## src/rtl/ssc_prof_pkg.sv

```systemverilog
package ssc_prof_pkg;
  localparam int unsigned LAST_CODE  = 18;
  localparam int unsigned SPAN_BASE  = 500;
  localparam int unsigned SPAN_STEP  = 250;

  function automatic logic code_ok(input int unsigned code);
    return code <= LAST_CODE;
  endfunction

  function automatic int unsigned span_units(input int unsigned code);
    return SPAN_BASE + SPAN_STEP * code;
  endfunction
endpackage

```

## src/rtl/ssc_level_sync.sv

```systemverilog
module ssc_level_sync #(
  parameter int STAGES = 2
) (
  input  logic clk,
  input  logic rst_n,
  input  logic d_async,
  output logic q_sync
);
  logic [STAGES-1:0] chain;

  generate
    for (genvar i = 0; i < STAGES; i++) begin : g_stage
      always_ff @(posedge clk or negedge rst_n) begin
        if (!rst_n) chain[i] <= 1'b1;
        else if (i == 0) chain[i] <= d_async;
        else chain[i] <= chain[(i == 0) ? 0 : i-1];
      end
    end
  endgenerate

  assign q_sync = chain[STAGES-1];
endmodule

```

## src/rtl/ssc_step_div.sv

```systemverilog
module ssc_step_div #(
  parameter int W = 16
) (
  input  logic [W-1:0] span,
  input  logic [W-1:0] half,
  output logic [W-1:0] step_q,
  output logic [W-1:0] step_r
);
  always_comb begin
    if (half == '0) begin
      step_q = '0;
      step_r = '0;
    end else begin
      step_q = span / half;
      step_r = span % half;
    end
  end
endmodule

```

## src/rtl/ssc_sweep_core.sv

```systemverilog
module ssc_sweep_core #(
  parameter int CNT_W = 16,
  parameter int OFS_W = 16
) (
  input  logic                    clk,
  input  logic                    rst_n,
  input  logic                    run_req,
  input  logic                    legal,
  input  logic                    down,
  input  logic [CNT_W-1:0]        span,
  input  logic [CNT_W-1:0]        half,
  input  logic [CNT_W-1:0]        step_q,
  input  logic [CNT_W-1:0]        step_r,
  output logic signed [OFS_W-1:0] offset,
  output logic                    strobe,
  output logic                    active
);
  logic [CNT_W-1:0]        cnt, mag, frac;
  logic [CNT_W-1:0]        cnt_nxt, last_cnt;
  logic [CNT_W:0]          frac_sum;
  logic                    wrap, falling;
  logic signed [OFS_W-1:0] span_s, top_v, bot_v, mag_s;

  always_comb begin
    span_s   = $signed(OFS_W'(span));
    mag_s    = $signed(OFS_W'(mag));
    top_v    = down ? '0 : (span_s >>> 1);
    bot_v    = down ? -span_s : -(span_s >>> 1);
    falling  = cnt < half;
    offset   = !active ? '0 : (falling ? top_v - mag_s : bot_v + mag_s);
    last_cnt = (half << 1) - 1'b1;
    cnt_nxt  = (cnt == last_cnt) ? '0 : cnt + 1'b1;
    frac_sum = {1'b0, frac} + {1'b0, step_r};
    wrap     = frac_sum >= {1'b0, half};
  end

  assign strobe = active && (cnt == '0);

  always_ff @(posedge clk or negedge rst_n) begin
    if (!rst_n) begin
      active <= 1'b0;
      cnt    <= '0;
      mag    <= '0;
      frac   <= '0;
    end else if (!active) begin
      if (run_req && legal) begin
        active <= 1'b1;
        cnt    <= down ? '0 : (half >> 1);
        mag    <= down ? '0 : (span >> 1);
        frac   <= '0;
      end
    end else if (!legal || (!run_req && offset == '0)) begin
      active <= 1'b0;
      cnt    <= '0;
      mag    <= '0;
      frac   <= '0;
    end else begin
      cnt <= cnt_nxt;
      if (cnt_nxt == '0 || cnt_nxt == half) begin
        mag  <= '0;
        frac <= '0;
      end else if (wrap) begin
        mag  <= mag + step_q + 1'b1;
        frac <= CNT_W'(frac_sum - {1'b0, half});
      end else begin
        mag  <= mag + step_q;
        frac <= CNT_W'(frac_sum);
      end
    end
  end
endmodule

```

## src/rtl/ssc_profile_gen.sv

```systemverilog
module ssc_profile_gen #(
  parameter int CODE_W = 5,
  parameter int CNT_W  = 16,
  parameter int OFS_W  = 16
) (
  input  logic                    clk,
  input  logic                    rst_n,
  input  logic                    spread_en_n,
  input  logic                    down_spread,
  input  logic [CODE_W-1:0]       spread_code,
  input  logic [CNT_W-1:0]        mod_period,
  output logic signed [OFS_W-1:0] freq_offset,
  output logic                    period_start,
  output logic                    config_error
);
  localparam int SYNC_STAGES = 2;

  logic             off_sync, code_legal, sweep_active;
  logic [CNT_W-1:0] span_units_w, half_w, step_q_w, step_r_w;

  assign code_legal   = ssc_prof_pkg::code_ok(int'(spread_code));
  assign span_units_w = code_legal ? CNT_W'(ssc_prof_pkg::span_units(int'(spread_code))) : '0;
  assign half_w       = {1'b0, mod_period[CNT_W-1:2], 1'b0};

  ssc_level_sync #(.STAGES(SYNC_STAGES)) u_sync (
    .clk(clk), .rst_n(rst_n), .d_async(spread_en_n), .q_sync(off_sync)
  );

  ssc_step_div #(.W(CNT_W)) u_div (
    .span(span_units_w), .half(half_w), .step_q(step_q_w), .step_r(step_r_w)
  );

  ssc_sweep_core #(.CNT_W(CNT_W), .OFS_W(OFS_W)) u_core (
    .clk(clk), .rst_n(rst_n), .run_req(!off_sync), .legal(code_legal),
    .down(down_spread), .span(span_units_w), .half(half_w),
    .step_q(step_q_w), .step_r(step_r_w),
    .offset(freq_offset), .strobe(period_start), .active(sweep_active)
  );

  always_ff @(posedge clk or negedge rst_n) begin
    if (!rst_n) config_error <= 1'b0;
    else if (!code_legal) config_error <= 1'b1;
  end
endmodule

```

## config.mk

```make
export PLATFORM = sky130hd
export DESIGN_NAME = ssc_profile_gen
export DESIGN_NICKNAME = d
export VERILOG_FILES = /design/src/rtl/ssc_prof_pkg.sv /design/src/rtl/ssc_level_sync.sv /design/src/rtl/ssc_step_div.sv /design/src/rtl/ssc_sweep_core.sv /design/src/rtl/ssc_profile_gen.sv
export SDC_FILE = /design/constraint.sdc
export NUM_CORES = 1
export LEC_CHECK = 0
export BUFFER_PORTS_ARGS = -buffer_cell sky130_fd_sc_hd__buf_2
export CAP_MARGIN = 20
export CORE_AREA = 2 2 261 237
export CTS_BUF_LIST = sky130_fd_sc_hd__clkbuf_2 sky130_fd_sc_hd__clkbuf_4 sky130_fd_sc_hd__clkbuf_8
export CTS_CLUSTER_SIZE = 16
export DETAILED_ROUTE_END_ITERATION = 12
export DIE_AREA = 0 0 263 239
export SKIP_LAST_GASP = 1
export SLEW_MARGIN = 20
export SYNTH_ARGS = -nofsm -noshare
export SYNTH_HDL_FRONTEND = slang
export SYNTH_SLANG_ARGS = --single-unit
```

## constraint.sdc

```tcl
create_clock -name clk -period 13.2 [get_ports clk]
set_clock_uncertainty 0.05 [all_clocks]
set_input_delay 0.66 -clock clk [delete_from_list [all_inputs] [get_ports clk]]
set_output_delay 0.66 -clock clk [all_outputs]
set_load 0.02 [all_outputs]
```

### Word level (Yosys, flattened, before mapping)

Index checks and enable logic that the tools add are counted.

| word-level totals | value |
|---|---|
| register bits | 52 |
| bits of input ports | 25 |
| output and inout bits | 18 |

| operators by class | value |
|---|---|
| add/subtract/negate cells | 11 |
| multiply operators | 1 |
| div/mod/pow operators | 2 |
| magnitude comparators | 3 |
| equal/unequal tests | 2 |
| muxes and demuxes | 25 |
| reduce and logical (&&, ||, !) cells | 12 |

Operators by type and width:

| cell | count |
|---|---|
| two-way mux 16 bit | 19 |
| logical NOT 16 bit | 4 |
| adder 16 x 1 -> 16 bit (second input constant) | 2 |
| adder 16 bit | 2 |
| two-way mux 14 bit | 2 |
| adder 16 x 16 -> 17 bit | 1 |
| >= comparator 17 x 15 -> 1 bit | 1 |
| divider 16 x 15 -> 16 bit | 1 |
| equality test 16 x 15 -> 1 bit | 1 |
| equality test 16 bit | 1 |
| less-than comparator 16 x 15 -> 1 bit | 1 |
| modulo 16 x 15 -> 16 bit | 1 |
| negation 13 -> 16 bit | 1 |
| negation 14 -> 16 bit | 1 |
| subtractor 13 x 16 -> 16 bit | 1 |
| subtractor 16 x 1 -> 16 bit (second input constant) | 1 |
| subtractor 16 x 15 -> 16 bit | 1 |
| adder 9 x 13 -> 14 bit (first input constant) | 1 |
| two-way mux 13 bit | 1 |
| multiplier 7 x 5 -> 12 bit (first input constant) | 1 |
| <= comparator 5 bit (second input constant) | 1 |
| logical AND 1 bit | 3 |
| two-way mux 1 bit | 3 |
| logical NOT 1 bit | 2 |
| other kinds (2) | 3 |

### Logic depth before layout (Yosys ltp)

| depth | value |
|---|---|
| word-level depth | 13 |
| mapped depth | 242 |
| mapped depth without buffers | 230 |

### By module

Synthesis repeated with hierarchy kept, for this count alone.

| unflattened totals | value |
|---|---|
| cells, all modules | 2477 |
| area, all modules | 17988.5 µm² |

By module, submodules not included:

| module | times used | cells an instance | area each (µm²) | sequential area each (µm²) |
|---|---|---|---|---|
| ssc_sweep_core | 1 | 1212 | 8977.4 | 1226.2 |
| ssc_step_div | 1 | 1124 | 7821.3 | 0.0 |
| ssc_profile_gen | 1 | 139 | 1137.3 | 25.0 |
| ssc_level_sync | 1 | 2 | 52.6 | 52.6 |

### Worst setup path after synthesis

No wires, ideal clock.

| timing | value |
|---|---|
| path kind | in2reg |
| from | input spread_code[2] |
| to | register u_core.mag[12] |
| library setup time | 133 ps |
| data arrival time | 41642 ps |
| data required time | 13017 ps |
| setup slack | -28624 ps |
| stages | 227 |
| buffers on the path | 16 |
| cells stage by stage | fa_1 -> inv_1 -> fa_1 -> inv_1 -> ha_1 -> ha_1 -> clkbuf_1 -> a2111oi_2 -> o21ai_0 -> a211oi_1 -> and4b_1 -> mux2i_2 -> inv_1 -> a21oi_1 -> nand4b_1 -> xor2_1 -> nand2_1 -> o21ai_0 -> (+191 left out) -> a21o_1 -> a21oi_1 -> o21bai_1 -> a21o_1 -> a21o_1 -> a21o_1 -> a21o_1 -> a21o_1 -> a21o_1 -> nor3b_1 -> nand2b_1 -> nor3b_1 -> nand3_1 -> nor2_1 -> xnor2_1 -> nor2_1 -> a211oi_1 -> a21oi_1 |

| between the ends | value |
|---|---|
| cells in the longest elaborated chain, start to end | 13 |
| elaborated cells on any way between the ends | 31 |
| those cells by class | 8 x add/sub; 1 x mul; 2 x div; 2 x order compare; 12 x mux; 6 x reduce/logical |

RTL lines:

| element | RTL line | text |
|---|---|---|
| from (decl) | ssc_profile_gen.sv:10 | `input logic [CODE_W-1:0] spread_code,` |
| parallel branches: the longest is 13 deep, another holds divider 16 x 15 -> 16 bit | - |  |
| to (signal assigned) | ssc_sweep_core.sv:49 | `mag <= down ? '0 : (span >> 1);` |
| to (signal assigned) | ssc_sweep_core.sv:63 | `mag <= mag + step_q + 1'b1;` |
| to (signal assigned) | ssc_sweep_core.sv:66 | `mag <= mag + step_q;` |
| to (decl) | ssc_sweep_core.sv:18 | `logic [CNT_W-1:0] cnt, mag, frac;` |

Parallel ways; which one is timed is not known. The select of a mux whose other input is x is not followed.
A chain may end at the register's enable or synchronous reset.

### Worst setup path after layout

| timing | value |
|---|---|
| from | input spread_code[2] |
| to | register u_core.mag[9] |

Same word-level chain as after synthesis.

==> results.yml <==
placed_design:
  io_buffer_count: 40
  dp_worst_setup_slack_ns: -24.59
  routabilityCongestion: 0.926
  place.detailed.hpwl_um: 54400
synth:
  synth_ff_type: "dfrtp_1"
  syn_nets: 2756
  ys_ff_latch: 51
  avgSynthCellArea_sq_um: 7.21
  syn_inst: 2479
  async_flop_share_pct: 100
  seq_area_frac_synth_pct: 7.16
  synth-warning-count: 0
  synth_edf_count: 0
  synth_cell_types: 111
  syn_area_sq_um: 17900
clock_network:
  tritoncts: "yes"
  clk_latency_ns: 0.38
  clock_path_buffers: 2
  cts_hold_buf: 0
  cts_root_buffer: "clkbuf_8"
  clkTransAtPathRegs_ns: 0.14
  cts_sinks: 51
  cts_buffers: 5
  htree_levels: 2
global_routing:
  grt_pass1_vias: 21300
  grt-ovfl-total: 0
  grtUsageTotal_pct: 22.1
  grt_first_pass_wirelength_um: 113000
  grt_max_degree: 57
  antenna_found_initial: 3
setup_path:
  crit_top_cell: "a21o_1"
  crit_slowest_cell: "fa_2"
  start_kind: "input pin"
  cp-end-kind: "flop"
  r2r_start: "u_core.cnt[2]$_DFFE_PN0P_"
  path_class: "input pin to flop"
  worstPathArrival_ns: 37.23
  reg2regPathDepth: 29
  startpoint: "spread_code[2]"
  cp_top_family: "compound AO/OA/AOI/OAI gates"
  crit_cells: 216
  cp_max_fo: 7
  critPathBufInv: 18
  cp_data_required_time_ns: 13.41
  max_stage_delay_ns: 0.60
layout:
  area_growth_pct: 55.1
  final_cell_mix: "965 x buf_4, 218 x ha_1, 188 x nand2_1, 188 x nor2_1, 158 x a21oi_1"
  diodes: 0
  final_core_util_pct: 45.8
  final_common_cell: "buf_4"
  final_layout_size_suffix_gt1_share_pct: 39.9
  finalNetCount: 3678
timing:
  hold_viol_final: 0
  maxSlewViolCount: 0
  rsz0062_at_grt: "yes"
  worstMarginPinSlew_ns: 0.855
  hold_slack_ns: 0.315
  max_freq_ghz: 0.0270
  min_period_over_period_pct: 280
  setup_viol: 31
  period_needed_ns: 37.02
  slew_headroom_pct: 43.0
  fin_ws_ns: -23.82
floorplanning:
  start_util_pct: 29.5
  die_h_um: 239
  die_area_sq_um: 62900
  core_area_sq_um: 60500
  die_x_um: 263
  row_count: 86
  top_level_ports: 43
power_and_ir_drop:
  leakage_nw: 13.5
  cellPowerDensity_nw_per_um2: 255
  max-vdd-ir-drop_mv: 0.373
route:
  ant_nets: 0
  drt_wl_total_um: 72100
  detail_route.wl_per_cell_um: 17.2
  via_per_inst: 5.26
  drt_iter0_drc: 1486
  drcViolationCount: 0
  route.vias.total: 22100
  firstDrtPassIters: 5
flow_run:
  cap_violations: 0
min_path:
  min_from: "spread_en_n"
  hp-class: "input pin to flop"
  min_path_cells: 1
outcome:
  violations: "negative setup slack"
  status: "complete, but fails checks"
==> registers in the layout (all words and copies together) (netlist names) <==
register and flops:
u_core.frac 15, config_error 1, u_core.cnt 16, u_sync.q_sync 1, u_core.active 1, u_sync.chain 1, u_core.mag 16
==> where the power goes <==
group / total (mW) / internal (mW) / leakage (nW) / switching [mW]
clock: 0.120 / 0.0389 / 0.0461 / 0.0810
combinational: 6.69 / 3.56 / 12.8 / 3.12
sequential: 0.259 / 0.200 / 0.652 / 0.0590
total: 7.07 / 3.80 / 13.5 / 3.26
==> worst reg2reg max path: cells and delay by family, from the launching register on <==
family,cells,cell delay (ns)
compound gates,14,2.75
fa+ha+maj,1,0.30
buf+inv,2,0.82
flops,1,0.56
simple gates,12,2.74
==> synth_stat cells, drive strengths merged, types with 13 or more instances <==
library cell  number  share of area, %
a211oi            26               1.2
a21o              86               3.6
a21oi            200               5.8
a221oi            15              0.77
a31oi             27               1.0
and2              30               1.1
and3              22              0.80
buf               23              0.73
clkbuf            85               1.8
dfrtp             49               6.9
fa                15               1.7
ha               237                17
inv              137               2.9
mux2              21               1.3
mux2i             24               1.4
nand2            198               4.2
nand2b            45               1.6
nand3             78               2.2
nand4             27              0.98
nor2             211               4.5
nor2b             36               1.3
nor3              94               2.8
nor3b             13              0.57
nor4              26               1.2
o211ai            40               1.7
o21a              61               2.6
o21ai            147               4.1
o21bai            44               1.9
o22ai             13              0.46
o31ai             26               1.1
or2               17              0.60
or3               27              0.95
xnor2            165               8.3
xor2              77               3.8
==> final cells by class <==
cell class	instances	area (sq um)
multi-input combinational	2184	17200
fill	5896	32800
clock inverter	3	23.8
inverter	138	519
sequential	51	1280
tap	792	991
clock buffer	5	68.8
timing repair buffer	1021	7660
==> repair_timing <==
action                     4_1_cts  5_1_grt
resized for setup              117      104
cloned                           2        1
pin swaps                      128      131
setup buffers                  144       59
setup endpoints to repair       31       31
==> logic make-up (layout without fill, tap and decap cells) <==
| family | after synthesis | count (layout) | share of synthesized area, % |
|---|---|---|---|
| simple gates | 864 | 864 | 24.7 |
| compound gates | 777 | 779 | 29.4 |
| fa+ha+maj | 252 | 252 | 18.3 |
| buf+inv | 246 | 1167 | 5.41 |
| xor+xnor | 243 | 243 | 12.2 |
| flops | 51 | 51 | 7.16 |
| mux | 45 | 45 | 2.78 |
| other cells | 1 | 1 | 0.0210 |
==> per-stage QoR <==
| stage | setup TNS, ns | area, sq um | std cells | power, mW |
|---|---|---|---|---|
| 3_3_place_gp | -734.53 | 25000 | 3984 | 5.99 |
| 4_1_cts | -701.93 | 26800 | 4135 | 6.67 |
| 6_report | -729.93 | 27700 | 4194 | 7.07 |
| 3_5_place_dp | -751.50 | 25000 | 3984 | 6.03 |
| 5_1_grt | -790.85 | 27700 | 4194 | 7.67 |
| 2_1_floorplan | -753.67 | 18500 | 2479 | 3.74 |
==> final timing paths <==
| path | slack [ns] | endpoint |
|---|---|---|
| worst max register to register | 5.84 | u_core.mag[12]$_DFFE_PN0P_ |
| min in group asynchronous | 0.38 | u_core.frac[10]$_DFFE_PN0P_ |
| worst max-delay path | -23.82 | u_core.mag[9]$_DFFE_PN0P_ |
| max in group asynchronous | 12.17 | u_core.cnt[1]$_DFFE_PN0P_ |
| worst min-delay path | 0.32 | u_sync.chain[0]$_DFF_PN1_ |
| worst min register to register | 0.32 | u_sync.q_sync$_DFF_PN1_ |
==> layer usage <==
| metal | track usage [%] | routed length (um) | part of all wire, % | vias to the layer above |
|---|---|---|---|---|
| met5 | 0 | 21 | 0.029 | - |
| met4 | 5.44 | 1910 | 2.7 | 4 |
| met3 | 3.97 | 4970 | 6.9 | 141 |
| met1 | 30.2 | 33600 | 47 | 10400 |
| li1 | - | - | - | 10900 |
| met2 | 35.8 | 31600 | 44 | 633 |
Power figures use the tool's default switching activity.
